==> config.mk <==
export PLATFORM = sky130hd
export DESIGN_NAME = tmr_wdog
export DESIGN_NICKNAME = d
export VERILOG_FILES = /design/src/rtl/tmr_wdog_pkg.sv /design/src/rtl/tmr_wdog_sync.sv /design/src/rtl/tmr_wdog_scaler.sv /design/src/rtl/tmr_wdog_wdt.sv /design/src/rtl/tmr_wdog.sv
export SDC_FILE = /design/constraint.sdc
export NUM_CORES = 1
export LEC_CHECK = 0
export BUFFER_PORTS_ARGS = -buffer_cell sky130_fd_sc_hd__buf_2
export CORE_MARGIN = 2
export CORE_UTILIZATION = 58
export CTS_CLUSTER_SIZE = 16
export DETAILED_ROUTE_END_ITERATION = 8
export PLACE_DENSITY = 0.81
export SYNTH_ARGS = -nofsm -noshare
export SYNTH_HDL_FRONTEND = slang
export SYNTH_HIERARCHICAL = 1
export SYNTH_SLANG_ARGS = --single-unit
==> constraint.sdc <==
create_clock -name clk -period 5.7 [get_ports clk]
set_clock_uncertainty 0.15 [all_clocks]
set_input_delay 0.285 -clock clk [delete_from_list [all_inputs] [get_ports clk]]
set_output_delay 0.285 -clock clk [all_outputs]
set_load 0.1 [all_outputs]
==> src/rtl/tmr_wdog_pkg.sv <==
package tmr_wdog_pkg;

    localparam int TMR_W  = 8;
    localparam int OPT_W  = 6;
    localparam int RATE_W = 3;
    localparam int SCL_W  = 1 << RATE_W;

    localparam logic [OPT_W-1:0] OPT_RESET = '1;

    // Option register; the first member is the most significant bit (bit 5).
    typedef struct packed {
        logic              ext_src;     // bit 5: 1 = external pin edges
        logic              fall_edge;   // bit 4: 1 = falling edges
        logic              scl_to_wdog; // bit 3: 1 = scaler serves the watchdog
        logic [RATE_W-1:0] rate;        // bits 2..0
    } opt_t;

    typedef enum logic {
        SCL_TMR  = 1'b0,
        SCL_WDOG = 1'b1
    } scl_role_e;

    // Division ratio: 1 << rate for the watchdog role, 2 << rate for the timer role.
    function automatic logic [SCL_W:0] scl_limit(input scl_role_e role,
                                                 input logic [RATE_W-1:0] rate);
        logic [SCL_W:0] base;
        base = (SCL_W + 1)'(1) << rate;
        return (role == SCL_WDOG) ? base : (base << 1);
    endfunction

endpackage

==> src/rtl/tmr_wdog_sync.sv <==
module tmr_wdog_sync #(
    parameter int STAGES = 2
) (
    input  logic clk,
    input  logic rst,
    input  logic pin_i,
    output logic rise_o,
    output logic fall_o
);
    logic [STAGES-1:0] chain;
    logic              last;

    always_ff @(posedge clk) begin
        if (rst) begin
            chain <= '0;
            last  <= 1'b0;
        end else begin
            chain[0] <= pin_i;
            for (int i = 1; i < STAGES; i++) begin
                chain[i] <= chain[i-1];
            end
            last <= chain[STAGES-1];
        end
    end

    assign rise_o =  chain[STAGES-1] & ~last;
    assign fall_o = ~chain[STAGES-1] &  last;
endmodule

==> src/rtl/tmr_wdog_scaler.sv <==
module tmr_wdog_scaler
    import tmr_wdog_pkg::*;
(
    input  logic              clk,
    input  logic              rst,
    input  scl_role_e         role,
    input  logic [RATE_W-1:0] rate,
    input  logic              step,
    input  logic              clear,
    output logic              done
);
    logic [SCL_W-1:0] cnt;
    logic [SCL_W:0]   nxt;
    logic             reach;

    assign nxt   = {1'b0, cnt} + (SCL_W + 1)'(1);
    // Compare with >= so that lowering the rate mid-count still terminates.
    assign reach = (nxt >= scl_limit(role, rate));
    assign done  = step && !clear && reach;

    always_ff @(posedge clk) begin
        if (rst || clear) begin
            cnt <= '0;
        end else if (step) begin
            cnt <= reach ? '0 : nxt[SCL_W-1:0];
        end
    end
endmodule

==> src/rtl/tmr_wdog_wdt.sv <==
module tmr_wdog_wdt #(
    parameter int PERIOD = 18000,
    parameter int W      = 15
) (
    input  logic clk,
    input  logic rst,
    input  logic step,
    input  logic clear,
    output logic wrap
);
    logic [W-1:0] cnt;
    logic [W-1:0] nxt;

    // Counts down; from zero it reloads the top value, and arriving at zero is a wrap.
    assign nxt  = (cnt == '0) ? W'(PERIOD - 1) : (cnt - W'(1));
    assign wrap = step && !clear && (nxt == '0);

    always_ff @(posedge clk) begin
        if (rst || clear) begin
            cnt <= '0;
        end else if (step) begin
            cnt <= nxt;
        end
    end
endmodule

==> src/rtl/tmr_wdog.sv <==
module tmr_wdog
    import tmr_wdog_pkg::*;
#(
    parameter int WDT_PERIOD  = 18000,
    parameter int SYNC_STAGES = 2,
    parameter int HOLD_TICKS  = 2
) (
    input  logic             clk,
    input  logic             rst,
    input  logic             cyc_tick,
    input  logic             cnt_pin,
    input  logic             opt_we,
    input  logic [OPT_W-1:0] opt_wdata,
    input  logic             wdt_en,
    input  logic             tmr_we,
    input  logic [TMR_W-1:0] tmr_wdata,
    input  logic             clrwdt_i,
    input  logic             sleep_i,
    output logic [TMR_W-1:0] tmr_q,
    output logic [OPT_W-1:0] opt_q,
    output logic             wdt_rst_req,
    output logic             to_upd,
    output logic             to_val,
    output logic             pd_upd,
    output logic             pd_val
);
    localparam int WDT_W  = (WDT_PERIOD > 1) ? $clog2(WDT_PERIOD) : 1;
    localparam int HOLD_W = $clog2(HOLD_TICKS + 1);

    opt_t              opt_r;
    scl_role_e         role;
    logic [HOLD_W-1:0] hold_cnt;
    logic              held;
    logic              pin_rise, pin_fall, edge_hit;
    logic              do_load, do_clr, do_slp;
    logic              src_evt, tmr_evt, tmr_bump;
    logic              wdt_step, wdt_clear, wdt_wrap;
    logic              scl_step, scl_clear, scl_done;
    logic              timeout;

    assign opt_q = opt_r;
    assign role  = opt_r.scl_to_wdog ? SCL_WDOG : SCL_TMR;

    always_ff @(posedge clk) begin
        if (rst) begin
            opt_r <= opt_t'(OPT_RESET);
        end else if (cyc_tick && opt_we) begin
            opt_r <= opt_t'(opt_wdata);
        end
    end

    tmr_wdog_sync #(.STAGES(SYNC_STAGES)) u_sync (
        .clk    (clk),
        .rst    (rst),
        .pin_i  (cnt_pin),
        .rise_o (pin_rise),
        .fall_o (pin_fall)
    );

    // Strobes only count in the cycle that carries an instruction tick.
    assign do_load = cyc_tick && tmr_we;
    assign do_clr  = cyc_tick && clrwdt_i;
    assign do_slp  = cyc_tick && sleep_i && !clrwdt_i;

    assign held     = (hold_cnt != '0);
    assign edge_hit = opt_r.fall_edge ? pin_fall : pin_rise;
    assign src_evt  = opt_r.ext_src ? edge_hit : (cyc_tick && !held);
    assign tmr_evt  = src_evt && !do_load;

    assign wdt_step  = cyc_tick && wdt_en && !clrwdt_i && !sleep_i;
    assign wdt_clear = do_clr || (do_slp && wdt_en);

    tmr_wdog_wdt #(.PERIOD(WDT_PERIOD), .W(WDT_W)) u_wdt (
        .clk   (clk),
        .rst   (rst),
        .step  (wdt_step),
        .clear (wdt_clear),
        .wrap  (wdt_wrap)
    );

    // Route the shared scaler according to its role.
    always_comb begin
        if (role == SCL_TMR) begin
            scl_step  = tmr_evt;
            scl_clear = do_load;
            tmr_bump  = scl_done;
            timeout   = wdt_wrap;
        end else begin
            scl_step  = wdt_wrap;
            scl_clear = do_clr || do_slp;
            tmr_bump  = tmr_evt;
            timeout   = scl_done;
        end
    end

    tmr_wdog_scaler u_scl (
        .clk   (clk),
        .rst   (rst),
        .role  (role),
        .rate  (opt_r.rate),
        .step  (scl_step),
        .clear (scl_clear),
        .done  (scl_done)
    );

    always_ff @(posedge clk) begin
        if (rst) begin
            hold_cnt <= '0;
        end else if (do_load) begin
            hold_cnt <= HOLD_W'(HOLD_TICKS);
        end else if (cyc_tick && held) begin
            hold_cnt <= hold_cnt - HOLD_W'(1);
        end
    end

    always_ff @(posedge clk) begin
        if (rst) begin
            tmr_q <= '0;
        end else if (do_load) begin
            tmr_q <= tmr_wdata;
        end else if (tmr_bump) begin
            tmr_q <= tmr_q + TMR_W'(1);
        end
    end

    always_ff @(posedge clk) begin
        if (rst) begin
            wdt_rst_req <= 1'b0;
            to_upd      <= 1'b0;
            to_val      <= 1'b0;
            pd_upd      <= 1'b0;
            pd_val      <= 1'b0;
        end else begin
            wdt_rst_req <= timeout;
            to_upd      <= timeout || do_clr || do_slp;
            to_val      <= !timeout;
            pd_upd      <= do_clr || do_slp;
            pd_val      <= do_clr;
        end
    end
endmodule

==> impl_metrics.csv <==
group,metric,value,unit
grt,gr-total-overflow,0,
yosys,syn_area,3000,um^2
final_layout,final_common_cell,"dfxtp_1",
die,die_y,75.9,um
status,status,"finished clean",
clock_tree,cts_tree,"done",
worst_setup_path,worstRegToRegCells,13,
timing,period_needed,4360,ps
yosys,synth-compound-area-share,20.1,%
timing,rsz0062_at_grt,"false",
yosys,synth_fa_ha_area_share,6.68,%
pwr,swShare,32.3,%
route,drt_iter0_drc,179,
clock_tree,cts-htree-levels,2,
pwr,leakage,1.34,nW
timing,clock.fmax,0.229,GHz
worst_setup_path,r2r-start,"u_wdt/cnt[0]",
yosys,synthDistinctLibCells,65,
route,wl_met1,2800,um
yosys,synth-xor-area-share,2.92,%
yosys,ys_warn_count,6,
yosys,syn_inst,361,
worst_setup_path,cp-end-kind,"register",
worst_setup_path,r2r_slack,1340,ps
timing,worst_slew_pin_slew,866,ps
route,vias,2730,
worst_setup_path,crit_required,5760,ps
yosys,syn_nets,400,
final_layout,drive_gt1_share,18.3,%
clock_tree,cts_root_buf,"clkbuf_8",
die,ios,42,
placed_design,placed_cell_area,3170,um^2
worst_setup_path,crit_path_max_fanout,17,
grt,grt_use_total,23.5,%
final_layout,final_area,3290,um^2
clock_tree,cts.clk_slew.worst_paths,80,ps
placed_design,gp_congestion,0.990,
final_layout,area_growth,9.86,%
yosys,async_flop_share,0,%
flow_run,maxCapViolations,0,
route,firstDrtPassIters,4,
timing,tns,0,ps
clock_tree,clock_latency,300,ps
worst_setup_path,crit_start,"u_wdt/cnt[0]",
final_layout,layout.nets,427,
grt,grt_max_degree,27,
yosys,ys_ff_latch,47,
final_layout,final_cell_mix,"dfxtp_1, buf_2, nor2_1",
placed_design,dpl.hpwl,4710,um
pwr,seqPwrFrac,45.2,%
pwr,ir_drop,133,uV
timing,hold_viol,0,
worst_setup_path,cp.arrival,4430,ps
yosys,synth_top_family_by_area,"simple AND/OR/NAND/NOR gates",
die,core,5040,um^2
clock_tree,cts_max_path_buffers,2,
route,drc,0,
worst_setup_path,crit_type,"register to register",
timing,fin_crit_sh,76.6,%
pwr,clkPwrFrac,32.1,%
timing,setup_viol,0,
route,top_layer,"met4",
placed_design,io_buffers,41,
clock_tree,cts_setup_buffers,0,
timing,slew_headroom,42.2,%
final_layout,utilization,65.3,%
yosys,postSynthAreaPerCell,8.30,um^2
yosys,synth_edf_count,0,
final_layout,n_antenna_cell,0,
route,wl_met3,296,um
die,rows,26,
clock_tree,cts.repair.resized,0,
route,viasPerCell,5.95,
grt,antenna_found_initial,0,
yosys,ys_seq_area_share,31.4,%
route,final_antenna_net_count,0,
hold_path,hold_start,"cnt_pin",
pwr,p_comb_share,22.7,%
die,start_util,59.4,%
yosys,synth_mux_area_share,2.88,%
clock_tree,clock-sinks,47,
worst_setup_path,r2r-end,"tmr_q[7]",
worst_setup_path,cp-endpoint,"tmr_q[7]",
route,wl_met2,3260,um
die,fp.dieW,75.9,um
timing,report.final.slew_viol_count,0,
grt,grt_pass1_vias,2408,
clock_tree,ctsHoldBuffers,0,
pwr,p_per_area,239,nW/um^2
final_layout,final_cells,459,
grt,grt_pass1_wl,10400,um
worst_setup_path,start_kind,"register",
die,dieArea,5760,um^2
yosys,synthFlopType,"dfxtp_1",
placed_design,dp_cells,451,
route,wl,6490,um
hold_path,worstHoldPathType,"input pin to register",
yosys,synth-simple-area-share,30.5,%
pwr,p_int,532,uW
clock_tree,cts_made_buffers,5,
route,detail_route.wl_per_cell,14.1,um
pwr,switching_power,254,uW
[final cells by class]
| type | instances | area [um^2] |
|---|---|---|
| Fill cell | 433 | 1750 |
| Clock inverter | 2 | 35.0 |
| Timing Repair Buffer | 43 | 220 |
| Clock buffer | 6 | 82.6 |
| Inverter | 9 | 33.8 |
| Sequential cell | 47 | 941 |
| Tap cell | 70 | 87.6 |
| Multi-Input combinational cell | 282 | 1890 |
[sequential cells by signal (all words and copies together), names as in the netlist]
register,count
pd_upd,1
to_upd,1
u_sync/chain,2
u_sync/last,1
wdt_rst_req,1
tmr_q,8
opt_q,6
u_scl/cnt,8
hold_cnt,2
to_val,1
u_wdt/cnt,15
pd_val,1
[through the flow]
stage | setup slack, ps | power [mW] | hold slack (ps)
floorplan | 1670 | 0.509 | 207
global placement | 1510 | 0.537 | 298
detailed placement | 1390 | 0.540 | 288
CTS | 1350 | 0.794 | 41.5
global route | 1090 | 0.827 | 47.1
finish | 1340 | 0.787 | 51.3
[worst max-delay path, cell delays in order, from the launching register on]
cell and delay (ps):
dfxtp_1 370, or4_1 680, o41ai_2 260, nand3_1 110
or4_4 520, nor4_2 320, nand2_1 100, o31ai_1 90
buf_4 230, nor3b_1 250, nor2b_1 200, a311oi_2 140
or4_1 600, a311oi_1 250
[cell usage after synthesis, types with 3 or more instances]
cell type | n | area share [%]
a211o_1 | 6 | 1.8
a211oi_1 | 3 | 0.75
a21o_1 | 3 | 0.75
a21oi_1 | 23 | 3.8
a311oi_1 | 6 | 1.8
a311oi_2 | 3 | 1.5
a31oi_1 | 6 | 1.3
and2_1 | 3 | 0.63
and3_1 | 8 | 1.7
buf_4 | 3 | 0.75
buf_6 | 4 | 1.5
clkbuf_1 | 13 | 1.6
dfxtp_1 | 47 | 31
ha_1 | 16 | 6.7
inv_1 | 9 | 1.1
mux2i_1 | 6 | 2.0
nand2_1 | 24 | 3.0
nand2b_1 | 8 | 1.7
nand3_1 | 17 | 2.8
nand3b_1 | 5 | 1.3
nor2_1 | 37 | 4.6
nor2b_1 | 11 | 2.3
nor3_1 | 4 | 0.67
nor3b_1 | 6 | 1.5
nor4_1 | 3 | 0.63
nor4b_1 | 3 | 0.88
o21a_1 | 7 | 1.8
o21ai_0 | 10 | 1.7
o21ai_1 | 6 | 1.0
o31ai_1 | 3 | 0.75
or2_2 | 3 | 0.63
or2b_1 | 3 | 0.75
or3_1 | 6 | 1.3
or4_1 | 4 | 1.0
xnor2_1 | 5 | 1.5
xor2_1 | 5 | 1.5
[cells by family after synthesis]
logic type,Yosys count
adder cells (fa/ha/maj),16
multiplexers,8
AO/OA/AOI/OAI,86
XOR/XNOR,10
buffers and inverters,32
flip-flops,47
AND/OR/NAND/NOR,162
[per-layer routing]
metal	vias up	track usage, %
met5	-	0
met1	1277	27.2
met3	13	4.63
li1	1376	-
met2	64	41.6
met4	0	10.3
[power by group through the flow]
| stage | registers [mW] | clock network (mW) | logic [mW] |
|---|---|---|---|
| 3_5_place_dp | 0.363 | 0 | 0.177 |
| 2_1_floorplan | 0.414 | 0 | 0.0949 |
| 6_report | 0.356 | 0.253 | 0.178 |
| 3_3_place_gp | 0.363 | 0 | 0.174 |
| 4_1_cts | 0.356 | 0.260 | 0.178 |
| 5_1_grt | 0.358 | 0.277 | 0.192 |
[worst min path at each step]
stage,endpoint,slack (ps),depth (start not counted)
final,u_sync/chain[0],50,2
after global routing,u_sync/chain[0],50,2
after CTS,u_sync/chain[0],40,2
after detailed placement,u_sync/chain[1],290,1
after global placement,u_sync/chain[1],300,1
after floorplan,u_sync/chain[0],210,1
Note: power is estimated with default switching activity, not from simulation.
